$ cat src/rtl/sdram_lp_pkg.sv
package sdram_lp_pkg;

    typedef enum logic [3:0] {
        ST_IDLE,
        ST_PRE,
        ST_TRP,
        ST_REF,
        ST_RFWAIT,
        ST_SRENT,
        ST_SR,
        ST_XSR,
        ST_PD,
        ST_PDX
    } lp_state_e;

    typedef enum logic {
        TGT_REF,
        TGT_SR
    } lp_tgt_e;

    typedef enum logic [1:0] {
        PDM_NONE   = 2'd0,
        PDM_PRECHG = 2'd1,
        PDM_ACTIVE = 2'd2
    } pd_mode_e;

    typedef struct packed {
        logic cs_n;
        logic ras_n;
        logic cas_n;
        logic we_n;
    } sd_cmd_t;

    localparam sd_cmd_t CMD_NOP  = '{cs_n: 1'b0, ras_n: 1'b1, cas_n: 1'b1, we_n: 1'b1};
    localparam sd_cmd_t CMD_PRE  = '{cs_n: 1'b0, ras_n: 1'b0, cas_n: 1'b1, we_n: 1'b0};
    localparam sd_cmd_t CMD_AREF = '{cs_n: 1'b0, ras_n: 1'b0, cas_n: 1'b0, we_n: 1'b1};

endpackage

$ cat src/rtl/sdram_lp_banks.sv
module sdram_lp_banks #(
    parameter int N_BANK = 4,
    parameter int BW     = 2
) (
    input  logic          clk,
    input  logic          rst_n,
    input  logic          act_vld,
    input  logic [BW-1:0] act_bank,
    input  logic          pre_vld,
    input  logic [BW-1:0] pre_bank,
    input  logic          clr_all,
    output logic          any_open
);

    logic [N_BANK-1:0] open_q;

    for (genvar b = 0; b < N_BANK; b++) begin : g_bank
        logic open_r;
        always_ff @(posedge clk or negedge rst_n) begin
            if (!rst_n) begin
                open_r <= 1'b0;
            end else if (clr_all || (pre_vld && pre_bank == BW'(b))) begin
                open_r <= 1'b0;
            end else if (act_vld && act_bank == BW'(b)) begin
                open_r <= 1'b1;
            end
        end
        assign open_q[b] = open_r;
    end

    assign any_open = |open_q;

endmodule

$ cat src/rtl/sdram_lp_dly.sv
module sdram_lp_dly #(
    parameter int W = 4
) (
    input  logic         clk,
    input  logic         rst_n,
    input  logic         load,
    input  logic [W-1:0] load_val,
    output logic         zero
);

    logic [W-1:0] cnt_q;

    always_ff @(posedge clk or negedge rst_n) begin
        if (!rst_n) begin
            cnt_q <= '0;
        end else if (load) begin
            cnt_q <= load_val;
        end else if (cnt_q != '0) begin
            cnt_q <= cnt_q - 1'b1;
        end
    end

    assign zero = (cnt_q == '0);

endmodule

$ cat src/rtl/sdram_lp_reftmr.sv
module sdram_lp_reftmr #(
    parameter int T_REFI = 780,
    parameter int W      = 10
) (
    input  logic clk,
    input  logic rst_n,
    input  logic restart,
    input  logic served,
    output logic pending
);

    logic [W-1:0] cnt_q;
    logic         wrap;

    assign wrap = (cnt_q == W'(T_REFI - 1));

    always_ff @(posedge clk or negedge rst_n) begin
        if (!rst_n) begin
            cnt_q   <= '0;
            pending <= 1'b0;
        end else if (restart) begin
            cnt_q   <= '0;
            pending <= 1'b0;
        end else begin
            cnt_q <= wrap ? '0 : cnt_q + 1'b1;
            if (wrap) begin
                pending <= 1'b1;
            end else if (served) begin
                pending <= 1'b0;
            end
        end
    end

    // A wrap can only set the flag, never clear it.
    AST_WRAP_SETS: assert property (@(posedge clk) disable iff (!rst_n)
        (wrap && !restart) |=> pending);

endmodule

$ cat src/rtl/sdram_lp_seq.sv
module sdram_lp_seq
    import sdram_lp_pkg::*;
#(
    parameter int N_BANK = 4,
    parameter int BW     = (N_BANK > 1) ? $clog2(N_BANK) : 1,
    parameter int T_RP   = 3,
    parameter int T_RFC  = 8,
    parameter int T_XSR  = 12,
    parameter int T_REFI = 780
) (
    input  logic          clk,
    input  logic          rst_n,
    input  logic          sr_req,
    input  logic          pd_req,
    input  logic          clk_stable,
    input  logic          access_busy,
    input  logic          act_vld,
    input  logic [BW-1:0] act_bank,
    input  logic          pre_vld,
    input  logic [BW-1:0] pre_bank,
    output logic          cke,
    output logic          cs_n,
    output logic          ras_n,
    output logic          cas_n,
    output logic          we_n,
    output logic          a10,
    output logic          busy,
    output logic [1:0]    pd_mode,
    output logic          in_sr
);

    localparam int T_RP_E  = (T_RP  < 2) ? 2 : T_RP;
    localparam int T_RFC_E = (T_RFC < 2) ? 2 : T_RFC;
    localparam int XSR_E   = (T_XSR < 2) ? 2 : T_XSR;
    localparam int D_MAX   = (T_RP_E > T_RFC_E)
                           ? ((T_RP_E > XSR_E) ? T_RP_E : XSR_E)
                           : ((T_RFC_E > XSR_E) ? T_RFC_E : XSR_E);
    localparam int W_D     = $clog2(D_MAX + 1);
    localparam int W_REF   = (T_REFI > 2) ? $clog2(T_REFI) : 1;

    lp_state_e      state_q, state_d;
    lp_tgt_e        tgt_q, tgt_d;
    sd_cmd_t        cmd;
    logic           any_open;
    logic           dly_zero;
    logic           dly_load;
    logic [W_D-1:0] dly_val;
    logic           ref_pend;
    logic           quiet;

    sdram_lp_banks #(.N_BANK(N_BANK), .BW(BW)) u_banks (
        .clk      (clk),
        .rst_n    (rst_n),
        .act_vld  (act_vld),
        .act_bank (act_bank),
        .pre_vld  (pre_vld),
        .pre_bank (pre_bank),
        .clr_all  (state_q == ST_PRE),
        .any_open (any_open)
    );

    sdram_lp_dly #(.W(W_D)) u_dly (
        .clk      (clk),
        .rst_n    (rst_n),
        .load     (dly_load),
        .load_val (dly_val),
        .zero     (dly_zero)
    );

    sdram_lp_reftmr #(.T_REFI(T_REFI), .W(W_REF)) u_reftmr (
        .clk     (clk),
        .rst_n   (rst_n),
        .restart (state_q == ST_SRENT || state_q == ST_SR || state_q == ST_XSR),
        .served  (state_q == ST_REF),
        .pending (ref_pend)
    );

    assign quiet = !access_busy && !act_vld && !pre_vld;

    // Next state and delay loads
    always_comb begin
        state_d  = state_q;
        tgt_d    = tgt_q;
        dly_load = 1'b0;
        dly_val  = '0;
        unique case (state_q)
            ST_IDLE: begin
                if (quiet) begin
                    if (ref_pend) begin
                        tgt_d   = TGT_REF;
                        state_d = any_open ? ST_PRE : ST_REF;
                    end else if (sr_req) begin
                        tgt_d   = TGT_SR;
                        state_d = any_open ? ST_PRE : ST_SRENT;
                    end else if (pd_req) begin
                        state_d = ST_PD;
                    end
                end
            end
            ST_PRE: begin
                dly_load = 1'b1;
                dly_val  = W_D'(T_RP_E - 2);
                state_d  = ST_TRP;
            end
            ST_TRP: begin
                if (dly_zero) begin
                    if (tgt_q == TGT_REF) begin
                        state_d = ST_REF;
                    end else begin
                        state_d = sr_req ? ST_SRENT : ST_IDLE;
                    end
                end
            end
            ST_REF: begin
                dly_load = 1'b1;
                dly_val  = W_D'(T_RFC_E - 2);
                state_d  = ST_RFWAIT;
            end
            ST_RFWAIT: begin
                if (dly_zero) state_d = ST_IDLE;
            end
            ST_SRENT: begin
                state_d = ST_SR;
            end
            ST_SR: begin
                if (!sr_req && clk_stable) begin
                    dly_load = 1'b1;
                    dly_val  = W_D'(XSR_E - 1);
                    state_d  = ST_XSR;
                end
            end
            ST_XSR: begin
                if (dly_zero) state_d = ST_IDLE;
            end
            ST_PD: begin
                if (!pd_req || ref_pend) state_d = ST_PDX;
            end
            ST_PDX: begin
                state_d = ST_IDLE;
            end
            default: state_d = ST_IDLE;
        endcase
    end

    // State register
    always_ff @(posedge clk or negedge rst_n) begin
        if (!rst_n) begin
            state_q <= ST_IDLE;
            tgt_q   <= TGT_REF;
        end else begin
            state_q <= state_d;
            tgt_q   <= tgt_d;
        end
    end

    // Outputs decoded from the state
    always_comb begin
        cke     = 1'b1;
        cmd     = CMD_NOP;
        a10     = 1'b0;
        busy    = 1'b1;
        pd_mode = PDM_NONE;
        in_sr   = 1'b0;
        unique case (state_q)
            ST_IDLE:   busy = 1'b0;
            ST_PRE: begin
                cmd = CMD_PRE;
                a10 = 1'b1;
            end
            ST_TRP:    ;
            ST_REF:    cmd = CMD_AREF;
            ST_RFWAIT: ;
            ST_SRENT: begin
                cke   = 1'b0;
                cmd   = CMD_AREF;
                in_sr = 1'b1;
            end
            ST_SR: begin
                cke   = 1'b0;
                in_sr = 1'b1;
            end
            ST_XSR:    ;
            ST_PD: begin
                cke     = 1'b0;
                pd_mode = any_open ? PDM_ACTIVE : PDM_PRECHG;
            end
            ST_PDX:    ;
            default:   busy = 1'b0;
        endcase
    end

    assign cs_n  = cmd.cs_n;
    assign ras_n = cmd.ras_n;
    assign cas_n = cmd.cas_n;
    assign we_n  = cmd.we_n;

    // Spacing monitor for refresh commands
    logic [W_D-1:0] aref_gap;
    always_ff @(posedge clk or negedge rst_n) begin
        if (!rst_n) begin
            aref_gap <= W_D'(T_RFC_E);
        end else if (cmd == CMD_AREF) begin
            aref_gap <= W_D'(1);
        end else if (aref_gap < W_D'(T_RFC_E)) begin
            aref_gap <= aref_gap + 1'b1;
        end
    end

    AST_CKE_FALL_CMD: assert property (@(posedge clk) disable iff (!rst_n)
        $fell(cke) |-> (cmd == CMD_NOP || cmd == CMD_AREF));
    AST_LOW_BUSY: assert property (@(posedge clk) disable iff (!rst_n)
        !cke |-> busy);
    AST_SR_ENTRY: assert property (@(posedge clk) disable iff (!rst_n)
        $rose(in_sr) |-> (!cke && cmd == CMD_AREF));
    AST_PRE_ALL: assert property (@(posedge clk) disable iff (!rst_n)
        (cmd == CMD_PRE) |-> a10);
    AST_AREF_CLOSED: assert property (@(posedge clk) disable iff (!rst_n)
        (cmd == CMD_AREF) |-> !any_open);
    AST_AREF_GAP: assert property (@(posedge clk) disable iff (!rst_n)
        (cmd == CMD_AREF) |-> (aref_gap >= W_D'(T_RFC_E)));
    AST_EXIT_CLK: assert property (@(posedge clk) disable iff (!rst_n)
        ($rose(cke) && $past(in_sr)) |-> $past(clk_stable));
    AST_XSR_NOP: assert property (@(posedge clk) disable iff (!rst_n)
        ($rose(cke) && $past(in_sr)) |=> (cmd == CMD_NOP && busy));
    AST_PDX_NOP: assert property (@(posedge clk) disable iff (!rst_n)
        $rose(cke) |-> (cmd == CMD_NOP && busy));

endmodule

$ cat config.mk
export PLATFORM = sky130hd
export DESIGN_NAME = sdram_lp_seq
export DESIGN_NICKNAME = d
export VERILOG_FILES = /design/src/rtl/sdram_lp_pkg.sv /design/src/rtl/sdram_lp_banks.sv /design/src/rtl/sdram_lp_dly.sv /design/src/rtl/sdram_lp_reftmr.sv /design/src/rtl/sdram_lp_seq.sv
export SDC_FILE = /design/constraint.sdc
export NUM_CORES = 1
export LEC_CHECK = 0
export ABC_CLOCK_PERIOD_IN_PS = 2100
export BUFFER_PORTS_ARGS = -buffer_cell sky130_fd_sc_hd__buf_2
export CAP_MARGIN = 20
export CORE_MARGIN = 5
export CORE_UTILIZATION = 46
export CTS_CLUSTER_SIZE = 12
export DETAILED_ROUTE_END_ITERATION = 10
export GPL_TIMING_DRIVEN = 0
export PLACE_DENSITY = 0.63
export SKIP_CTS_REPAIR_TIMING = 1
export SYNTH_ARGS = -nofsm -noshare
export SYNTH_HDL_FRONTEND = slang
export SYNTH_HIERARCHICAL = 1
export SYNTH_SLANG_ARGS = --single-unit
$ cat constraint.sdc
create_clock -name clk -period 2.1 [get_ports clk]
set_input_delay 0.21 -clock clk [delete_from_list [all_inputs] [get_ports clk]]
set_output_delay 0.21 -clock clk [all_outputs]
set_load 0.02 [all_outputs]
==> results.yml <==
status:
  status: "complete, no violations"
floorplanning:
  core-area_sq_um: 3284
  ios: 22
  chipWidth_um: 67.77
  start_util_pct: 46.74
  die_h_um: 67.77
  num_rows: 21
  floorplan.die_area_sq_um: 4593
cts:
  cts_root_buffer: "clkbuf_4"
  cts_tree: "built"
  clock_latency_ns: 0.32
  clk_path_buf_depth: 2
  h-tree-depth: 1
  cts_buffers: 3
  path_clk_slew_ns: 0.14
  clkSinkCount: 24
setup_path:
  start_kind: "flop"
  crit_slowest_cell: "or4_4"
  reg2reg_slack_ns: 0.04
  crit_fanout: 3
  reg2reg_depth: 5
  worst-endpoint-required_ns: 2.32
  worstSetupEndpointType: "flop"
  cp_common_cell: "or4_4"
  path_class: "reg -> reg"
  timing.rr.end: "state_q[0]$_DFFE_PN0P_"
  slowest_delay_ns: 0.49
  critPathArrivalTime_ns: 2.28
  crit_chain: "buf_4 -> or4_4 -> or4_4 -> o311ai_4 -> mux2_4"
  regToRegStartpoint: "state_q[1]$_DFFE_PN0P_"
timing:
  setup_viol: 0
  min_period_over_period_pct: 98.03
  hold_violations: 0
  worstMarginPinSlew_ns: 0.6327
  min_period_ns: 2.059
  skew_ns: 0.003336
  setup_ws_ns: 0.04136
  whs_ns: 0.08578
  max_freq_mhz: 485.8
  worst_slew_margin_rel_pct: 57.82
  slew_violations: 0
drt:
  post_drt_wl_per_cell_um: 14.35
  wl_um: 3416
  drc: 0
  num_vias: 1338
  viasPerCell: 5.622
  dr.pass1.iters: 4
  final_antenna_net_count: 0
  drtIter0Drc: 93
power:
  power.leakage_nw: 0.8436
  power_density_nw_per_um2: 1458
  peakVddDrop_mv: 0.6746
placed_design:
  port_buffers: 20
  postPlaceCellArea_sq_um: 1693
  gp_congestion: 0.8688
  place_ws_ns: -0.2235
  hpwlAfterDp_um: 2512
grt:
  grt_pass1_wl_um: 5402
  antenna_found_initial: 0
  grt_pass1_vias: 1245
  grt_overflow: 0
  grt_usage_pct: 15.55
  grt_max_degree: 25
cells_and_area:
  diodes: 0
  fin_nets: 207
  drive_above_1_share_pct: 29.69
  fin_area_sq_um: 1859
  syn2layout_area_growth_pct: 21.11
  nFillCells: 326
job:
  cap_violations: 0
synth:
  ys_types: 54
  synthArstFlopShare_pct: 100.0
  ys_ff_latch: 24
  syn-num-nets: 178
  avgSynthCellArea_sq_um: 9.361
  synth_flop_cell: "dfrtp_1"
  synth_area_sq_um: 1535
  synthCells: 164
  ys_seq_area_share_pct: 39.12
  synth_warnings: 6
  synth-edff-count: 0
  ys_top_cells_by_area: "dfrtp_1 (39%), a21oi_1 (2.9%), mux2_4 (2.9%)"
  yosysTopAreaCellShare_pct: 39.12
  synth_area_leader_cell: "dfrtp_1"
worst_hold_path:
  hp-class: "in -> reg"
  holdPathStages: 2
  hp-start: "pre_bank[1]"
  hold_end: "u_banks/g_bank[3].open_r$_DFFE_PN0P_"
## Yosys cell counts (2+ instances only)
library cell / count
ha_1: 2
o221a_2: 3
nor3_1: 5
o31ai_1: 2
nand2b_1: 5
nand3_1: 6
nand4_1: 2
and3b_1: 2
xnor2_1: 4
o21ai_0: 5
nor2b_1: 6
dfrtp_1: 24
or4_1: 2
or4_4: 3
mux2_4: 3
or3_1: 5
mux2i_1: 2
nor2_1: 10
a2111oi_0: 2
and2_1: 2
inv_1: 11
clkbuf_1: 5
nand2_1: 8
xor2_1: 2
a21oi_1: 9
nor3b_1: 5
buf_2: 2
## routing by layer
| metal | track usage, % | part of all wire, % |
|---|---|---|
| met5 | 0 | 0 |
| met4 | 5.955 | 1.5 |
| met3 | 2.496 | 1.7 |
| met2 | 28.07 | 52 |
| met1 | 18.29 | 44 |
## worst max-delay path, delay by kind of cell, from the launching register on
kind / cells / cell delay, ns
simple gates: 2 / 0.93
buf+inv: 1 / 0.15
flops: 1 / 0.42
mux: 1 / 0.33
compound gates: 1 / 0.13
## flip-flops by register name (all words and copies together) (netlist names)
name	count
u_reftmr/cnt_q	10
state_q	4
u_banks/g_bank.open_r	4
u_dly/cnt_q	4
u_reftmr/pending	1
tgt_q	1
## layout make-up
class	instances	area (sq um)	share of cell area (%)
inverters	11	41.29	2.221
clock buffers	3	22.52	1.211
plain buffers	7	55.05	2.961
flip-flops and latches	24	603.1	32.44
clock inverters	1	30.03	1.615
repair buffers	26	160.2	8.614
multi-input cells	120	889.6	47.85
well taps	46	57.56	3.096
## cells in the final DEF, fill, tap and decap left out, types with 5 or more instances in the layout
cell type,count
clkbuf_4,5
nand2_1,8
or3_1,5
nor3_1,5
dfrtp_1,22
nor2b_1,6
nand2b_1,5
a21oi_1,9
o21ai_0,5
nor2_1,10
inv_1,11
nand3_1,6
buf_2,22
buf_4,5
## how the worst max path moves through the flow
stage                           startpoint                    endpoint  slack (ns)  cells past startpoint
finish              state_q[1]$_DFFE_PN0P_      state_q[0]$_DFFE_PN0P_        0.04                      5
global route        state_q[3]$_DFFE_PN0P_      state_q[1]$_DFFE_PN0P_       -0.02                      5
CTS                 state_q[0]$_DFFE_PN0P_                         cke       -0.38                      7
detailed placement  state_q[1]$_DFFE_PN0P_  u_dly/cnt_q[3]$_DFFE_PN0P_       -0.22                      7
global placement    state_q[0]$_DFFE_PN0P_      state_q[2]$_DFFE_PN0P_       -0.17                      5
floorplan           state_q[0]$_DFFE_PN0P_                         cke        0.08                      6
## through the flow
step / setup TNS (ns) / power [mW] / util (%) / std cells
after floorplan: 0 / 1.863 / - / 164
after global placement: -0.7158 / 2.126 / 51.54 / 230
after detailed placement: -0.8874 / 2.171 / 51.54 / 230
after CTS: -2.454 / 2.518 / 53.14 / 234
after global routing: -0.05160 / 2.911 / 56.61 / 238
final: 0 / 2.710 / 56.61 / 238
## power by group
| part | total, mW | switching, mW | internal, mW |
|---|---|---|---|
| clock network | 0.341 | 0.148 | 0.193 |
| logic | 1.59 | 0.795 | 0.791 |
| registers | 0.783 | 0.155 | 0.628 |
## cells by family (layout without fill, tap and decap cells)
kind of cell,after synthesis,after routing,synth area share [%]
compound gates,34,34,16.22
xor+xnor,6,6,3.423
fa+ha+maj,2,2,1.630
buf+inv,20,48,5.298
flops,24,24,39.12
mux,6,6,4.971
other cells,1,1,0.2443
simple gates,71,71,29.10
Note: power is estimated with default switching activity, not from simulation.
